==> config.mk <==
export PLATFORM = sky130hd
export DESIGN_NAME = mirror_addr_decoder
export DESIGN_NICKNAME = d
export VERILOG_FILES = /design/src/rtl/mad_pkg.sv /design/src/rtl/addr_window_dec.sv /design/src/rtl/alias_merge.sv /design/src/rtl/dec_out_reg.sv /design/src/rtl/mirror_addr_decoder.sv
export SDC_FILE = /design/constraint.sdc
export NUM_CORES = 1
export LEC_CHECK = 0
export ABC_AREA = 1
export BUFFER_PORTS_ARGS = -buffer_cell sky130_fd_sc_hd__buf_2
export CAP_MARGIN = 20
export CORE_ASPECT_RATIO = 1.1
export CORE_UTILIZATION = 58
export DETAILED_ROUTE_END_ITERATION = 16
export PLACE_DENSITY_LB_ADDON = 0.12
export SYNTH_ARGS = -nofsm -noshare
export SYNTH_HDL_FRONTEND = slang
export SYNTH_HIERARCHICAL = 1
export SYNTH_SLANG_ARGS = --single-unit
==> constraint.sdc <==
create_clock -name clk -period 4.9 [get_ports clk]
set_input_delay 0.49 -clock clk [delete_from_list [all_inputs] [get_ports clk]]
set_output_delay 0.49 -clock clk [all_outputs]
set_load 0.05 [all_outputs]
==> src/rtl/mad_pkg.sv <==
package mad_pkg;
  localparam int FIXED_TGTS = 10;
  localparam int SEC_IDX    = 5;
  localparam logic [19:0] SEC_PAGE_HI = 20'h50080;
  localparam logic [16:0] RAM_BLK0    = 17'h04000;
  localparam logic [19:0] PROT_PAGE0  = 20'h50083;

  function automatic logic [19:0] fixed_page(input int idx);
    case (idx)
      0:       return 20'h40000;
      1:       return 20'h40001;
      2:       return 20'h40002;
      3:       return 20'h40020;
      4:       return 20'h4002F;
      5:       return 20'h40080;
      6:       return 20'h40081;
      7:       return 20'h50021;
      8:       return 20'h5002E;
      default: return 20'h50081;
    endcase
  endfunction
endpackage

==> src/rtl/addr_window_dec.sv <==
module addr_window_dec
  import mad_pkg::*;
#(
  parameter int NBANK = 2,
  localparam int NT = FIXED_TGTS + 2 * NBANK
) (
  input  logic [31:0]   addr,
  output logic [NT-1:0] hit,
  output logic          ram_hit
);
  for (genvar g = 0; g < FIXED_TGTS; g++) begin : g_fixed
    if (g == SEC_IDX) begin : g_two_view
      assign hit[g] = (addr[31:12] == fixed_page(g)) || (addr[31:12] == SEC_PAGE_HI);
    end else begin : g_one_view
      assign hit[g] = (addr[31:12] == fixed_page(g));
    end
  end

  for (genvar b = 0; b < NBANK; b++) begin : g_bank
    assign hit[FIXED_TGTS + b]         = (addr[31:15] == RAM_BLK0 + 17'(b));
    assign hit[FIXED_TGTS + NBANK + b] = (addr[31:12] == PROT_PAGE0 + 20'(b));
  end

  assign ram_hit = |hit[FIXED_TGTS +: NBANK];
endmodule

==> src/rtl/alias_merge.sv <==
module alias_merge #(
  parameter int NT = 14
) (
  input  logic [31:0]   addr,
  input  logic [31:0]   fold_addr,
  input  logic [NT-1:0] raw_hit,
  input  logic          raw_ram,
  input  logic [NT-1:0] fold_hit,
  input  logic          fold_ram,
  output logic [NT-1:0] sel,
  output logic [31:0]   canon,
  output logic [14:0]   off,
  output logic          miss
);
  logic mirror_win;
  logic use_ram;

  assign mirror_win = addr[28] && (addr[31:29] <= 3'd2);

  always_comb begin
    sel     = '0;
    canon   = addr;
    use_ram = 1'b0;
    miss    = 1'b0;
    if (|raw_hit) begin
      sel     = raw_hit;
      use_ram = raw_ram;
    end else if (mirror_win && (|fold_hit)) begin
      sel     = fold_hit;
      canon   = fold_addr;
      use_ram = fold_ram;
    end else begin
      miss = 1'b1;
      if (mirror_win) canon = fold_addr;
    end
    if (miss)         off = '0;
    else if (use_ram) off = addr[14:0];
    else              off = {3'b000, addr[11:0]};
  end
endmodule

==> src/rtl/dec_out_reg.sv <==
module dec_out_reg #(
  parameter int NT = 14
) (
  input  logic          clk,
  input  logic          rst_n,
  input  logic          en,
  input  logic [NT-1:0] sel_d,
  input  logic [31:0]   canon_d,
  input  logic [14:0]   off_d,
  input  logic          miss_d,
  output logic          vld_q,
  output logic [NT-1:0] sel_q,
  output logic [31:0]   canon_q,
  output logic [14:0]   off_q,
  output logic          miss_q
);
  logic [NT-1:0] sel_n;
  logic [31:0]   canon_n;
  logic [14:0]   off_n;
  logic          miss_n;

  always_comb begin
    sel_n   = sel_q;
    canon_n = canon_q;
    off_n   = off_q;
    miss_n  = miss_q;
    if (en) begin
      sel_n   = sel_d;
      canon_n = canon_d;
      off_n   = off_d;
      miss_n  = miss_d;
    end
  end

  always_ff @(posedge clk or negedge rst_n) begin
    if (!rst_n) begin
      vld_q   <= 1'b0;
      sel_q   <= '0;
      canon_q <= '0;
      off_q   <= '0;
      miss_q  <= 1'b0;
    end else begin
      vld_q   <= en;
      sel_q   <= sel_n;
      canon_q <= canon_n;
      off_q   <= off_n;
      miss_q  <= miss_n;
    end
  end


  sel_onehot_chk: assert property (@(posedge clk) disable iff (!rst_n) $onehot0(sel_q));

  miss_nosel_chk: assert property (@(posedge clk) disable iff (!rst_n)
    miss_q |-> (sel_q == '0 && off_q == '0));

  vld_rise_chk: assert property (@(posedge clk) disable iff (!rst_n) en |=> vld_q);

  vld_fall_chk: assert property (@(posedge clk) disable iff (!rst_n) !en |=> !vld_q);

  hold_chk: assert property (@(posedge clk) disable iff (!rst_n)
    !en |=> ($stable(sel_q) && $stable(canon_q) && $stable(off_q) && $stable(miss_q)));
endmodule

==> src/rtl/mirror_addr_decoder.sv <==
module mirror_addr_decoder
  import mad_pkg::*;
#(
  parameter int NBANK = 2,
  localparam int NT = FIXED_TGTS + 2 * NBANK
) (
  input  logic          clk,
  input  logic          rst_n,
  input  logic          req_valid,
  input  logic [31:0]   req_addr,
  output logic          rsp_valid,
  output logic [NT-1:0] rsp_sel,
  output logic [31:0]   rsp_addr,
  output logic [14:0]   rsp_off,
  output logic          rsp_miss
);
  logic [1:0]    rst_pipe;
  logic          s_rst_n;
  logic [31:0]   fold_addr;
  logic [NT-1:0] raw_hit, fold_hit, sel_d;
  logic          raw_ram, fold_ram, miss_d;
  logic [31:0]   canon_d;
  logic [14:0]   off_d;

  always_ff @(posedge clk or negedge rst_n) begin
    if (!rst_n) rst_pipe <= 2'b00;
    else        rst_pipe <= {rst_pipe[0], 1'b1};
  end
  assign s_rst_n = rst_pipe[1];

  assign fold_addr = {req_addr[31:29], 1'b0, req_addr[27:0]};

  addr_window_dec #(.NBANK(NBANK)) u_raw (
    .addr(req_addr), .hit(raw_hit), .ram_hit(raw_ram));

  addr_window_dec #(.NBANK(NBANK)) u_fold (
    .addr(fold_addr), .hit(fold_hit), .ram_hit(fold_ram));

  alias_merge #(.NT(NT)) u_merge (
    .addr(req_addr), .fold_addr(fold_addr),
    .raw_hit(raw_hit), .raw_ram(raw_ram),
    .fold_hit(fold_hit), .fold_ram(fold_ram),
    .sel(sel_d), .canon(canon_d), .off(off_d), .miss(miss_d));

  dec_out_reg #(.NT(NT)) u_oreg (
    .clk(clk), .rst_n(s_rst_n), .en(req_valid),
    .sel_d(sel_d), .canon_d(canon_d), .off_d(off_d), .miss_d(miss_d),
    .vld_q(rsp_valid), .sel_q(rsp_sel), .canon_q(rsp_addr),
    .off_q(rsp_off), .miss_q(rsp_miss));
endmodule

==> results.sh <==
export IMPL_synth_mux_area_share_pct=0
export IMPL_utilization_pct=71.6
export IMPL_drc=0
export IMPL_syn_mean_instance_area_um2=6.67
export IMPL_die_w_um=79.5
export IMPL_area_growth_pct=17.2
export IMPL_rows=30
export IMPL_port_buffers=97
export IMPL_power_total_uw=1290
export IMPL_synth_top_family_by_area="simple AND/OR/NAND/NOR gates"
export IMPL_synthCells=574
export IMPL_cp_max_fo=51
export IMPL_worstMarginPinSlew_ns=0.802
export IMPL_fin_skew_ns=0.00811
export IMPL_min_period_ns=2.29
export IMPL_outcome="finished, final reports clean"
export IMPL_cts_root_buf="clkbuf_8"
export IMPL_clk_path_buf_depth=2
export IMPL_timing_final_crit_share_pct=46.7
export IMPL_gp_congestion=0.965
export IMPL_relSlewSlack_pct=46.5
export IMPL_diodes=0
export IMPL_wl_per_cell_um=12.3
export IMPL_post_cts_setup_buffer_count=0
export IMPL_die_h_um=87.2
export IMPL_preCtsSetupSlack_ns=1.64
export IMPL_critPathCaptureType="register"
export IMPL_layout_setup_ws_ns=2.61
export IMPL_max_freq_mhz=437
export IMPL_cts_clk_slew_worst_paths_ns=0.07
export IMPL_vias_per_cell=4.99
export IMPL_dieArea_mm2=0.00693
export IMPL_grt_pass1_wl_um=15100
export IMPL_arrival_ns=2.57
export IMPL_synth_distinct_cells=21
export IMPL_gr_total_overflow=0
export IMPL_ir_drop_mv=0.155
export IMPL_slew_violations=0
export IMPL_drt_first_pass_iters=5
export IMPL_instances_no_fill=753
export IMPL_tritoncts="yes"
export IMPL_yosys_warnings=6
export IMPL_initial_core_util_pct=61.1
export IMPL_synthSimpleGateAreaFrac_pct=43.1
export IMPL_hpwl_um=6460
export IMPL_cts_made_buffers=9
export IMPL_synth_compound_area_share_pct=4.70
export IMPL_clkLatencyLatePin_ns=0.34
export IMPL_worstSetupStartpointType="input pin"
export IMPL_required_ns=5.18
export IMPL_synth_area_mm2=0.00383
export IMPL_rsz0062_at_grt="false"
export IMPL_core_area_mm2=0.00627
export IMPL_yosys_area_share_adder_pct=0
export IMPL_layout_nets=703
export IMPL_path_class="input pin to register"
export IMPL_grt_pass1_vias=3454
export IMPL_place_inst=734
export IMPL_drive_above_1_share_pct=19.8
export IMPL_cap_violations=0
export IMPL_p_leak_uw=0.00275
export IMPL_grt_max_degree=65
export IMPL_cts_sinks=65
export IMPL_min_path_type="register to register"
export IMPL_drtIter0Drc=198
export IMPL_ys_seq_area_share_pct=42.5
export IMPL_track_usage_pct=27.7
export IMPL_pin_count=98
export IMPL_antenna_found_initial=0
export IMPL_synthXorXnorAreaFrac_pct=0
export IMPL_synth_seq_cells=65
export IMPL_setup_viol=0
export IMPL_hold_viol_final=0
export IMPL_power_density_mw_per_mm2=288
export IMPL_routed_wl_um=9280
export IMPL_fin_tns_setup_ns=0
export IMPL_antenna_left=0
export IMPL_h_tree_depth=3
export IMPL_vias=3759
==> sequential cells by signal (all words and copies together) (netlist names) <==
register,cells
u_oreg/off_q,15
u_oreg/vld_q,1
rst_pipe,2
u_oreg/miss_q,1
u_oreg/canon_q,32
u_oreg/sel_q,14
==> stage by stage <==
step / cell area, µm² / hold slack, ns
after global routing: 4490 / 0.375
after floorplan: 3840 / 0.194
after global placement: 4250 / 0.275
after detailed placement: 4250 / 0.282
final: 4490 / 0.367
after CTS: 4450 / 0.368
==> cell usage after synthesis (all sizes together) <==
master / instances / area (µm²)
nand2: 284 / 1070
nor2: 90 / 373
dfrtp: 65 / 1630
inv: 47 / 181
nand3: 23 / 135
buf: 21 / 185
o21ai: 17 / 85.1
a21o: 12 / 90.1
nor3: 8 / 50.1
and2: 2 / 12.5
conb: 2 / 7.51
or2: 2 / 12.5
a21oi: 1 / 5.00
==> worst max-delay path, stage by stage <==
cell and delay, ns:
buf_2 0.20, or2_1 0.13, nor2_1 0.04, nand3_1 0.15, nor2_1 0.09, nor2_1 0.12, nand2_1 0.07, nor2_2 0.12
nand2_1 0.13, nor2_4 0.25, buf_12 0.27, inv_2 0.17, o21ai_0 0.19, nand2_1 0.07, nand2_1 0.07
==> cells by family after synthesis <==
kind of cell           Yosys count
AND/OR/NAND/NOR                409
buffers and inverters           68
AO/OA/AOI/OAI                   30
flip-flops                      65
other                            2
==> cells in the final DEF (no fill, tap or decap) <==
master and instances:
nand2_1 284, inv_2 1, clkinv_2 1, inv_1 45, dfrtp_1 64, or2_1 2, nor3_1 6, buf_2 97
nand3_1 19, and2_1 2, nor3_2 2, o21ai_0 17, buf_12 2, nor2_2 5, dlygate4sd3_1 1, a21oi_1 1
nor2_1 82, buf_4 1, clkinvlp_4 2, inv_6 3, clkbuf_8 11, conb_1 5, dfrtp_2 1, nand3_2 4
a21o_1 12, nor2_4 3
==> repair_timing <==
action,in CTS,in global routing
hold buffers,1,0
hold endpoints to repair,2,0
gates resized for setup,0,0
==> layer usage <==
| layer | GRT usage, % | part of all wire, % |
|---|---|---|
| met2 | 47.8 | 49 |
| met4 | 8.43 | 0.84 |
| met3 | 5.34 | 6.1 |
| met1 | 34.8 | 44 |
| met5 | 0 | 0 |
==> power breakdown <==
group / internal [µW] / total (µW) / switching, µW
clock: 214 / 434 / 220
sequential: 566 / 581 / 15.2
combinational: 63.4 / 277 / 214
==> area by class of cell <==
cell class | instances | area, µm²
tap | 80 | 100
multi-input combinational | 444 | 1850
clock buffer | 11 | 151
inverter | 47 | 181
fill | 532 | 1780
timing repair buffer | 101 | 543
sequential | 65 | 1630
clock inverter | 5 | 37.5
==> worst paths after layout <==
check | from | end | slack, ns | depth (start not counted)
min in group asynchronous | rst_pipe[1] | u_oreg/off_q[5] | 0.44 | 1
max in group asynchronous | rst_pipe[1] | u_oreg/canon_q[0] | 3.93 | 1
min reg2reg | rst_pipe[0] | rst_pipe[1] | 0.37 | 0
min | rst_pipe[0] | rst_pipe[1] | 0.37 | 0
max reg2reg | rst_pipe[1] | u_oreg/canon_q[0] | 3.93 | 1
max | req_addr[17] | u_oreg/sel_q[0] | 2.61 | 15
Note: power is estimated with default switching activity, not from simulation.
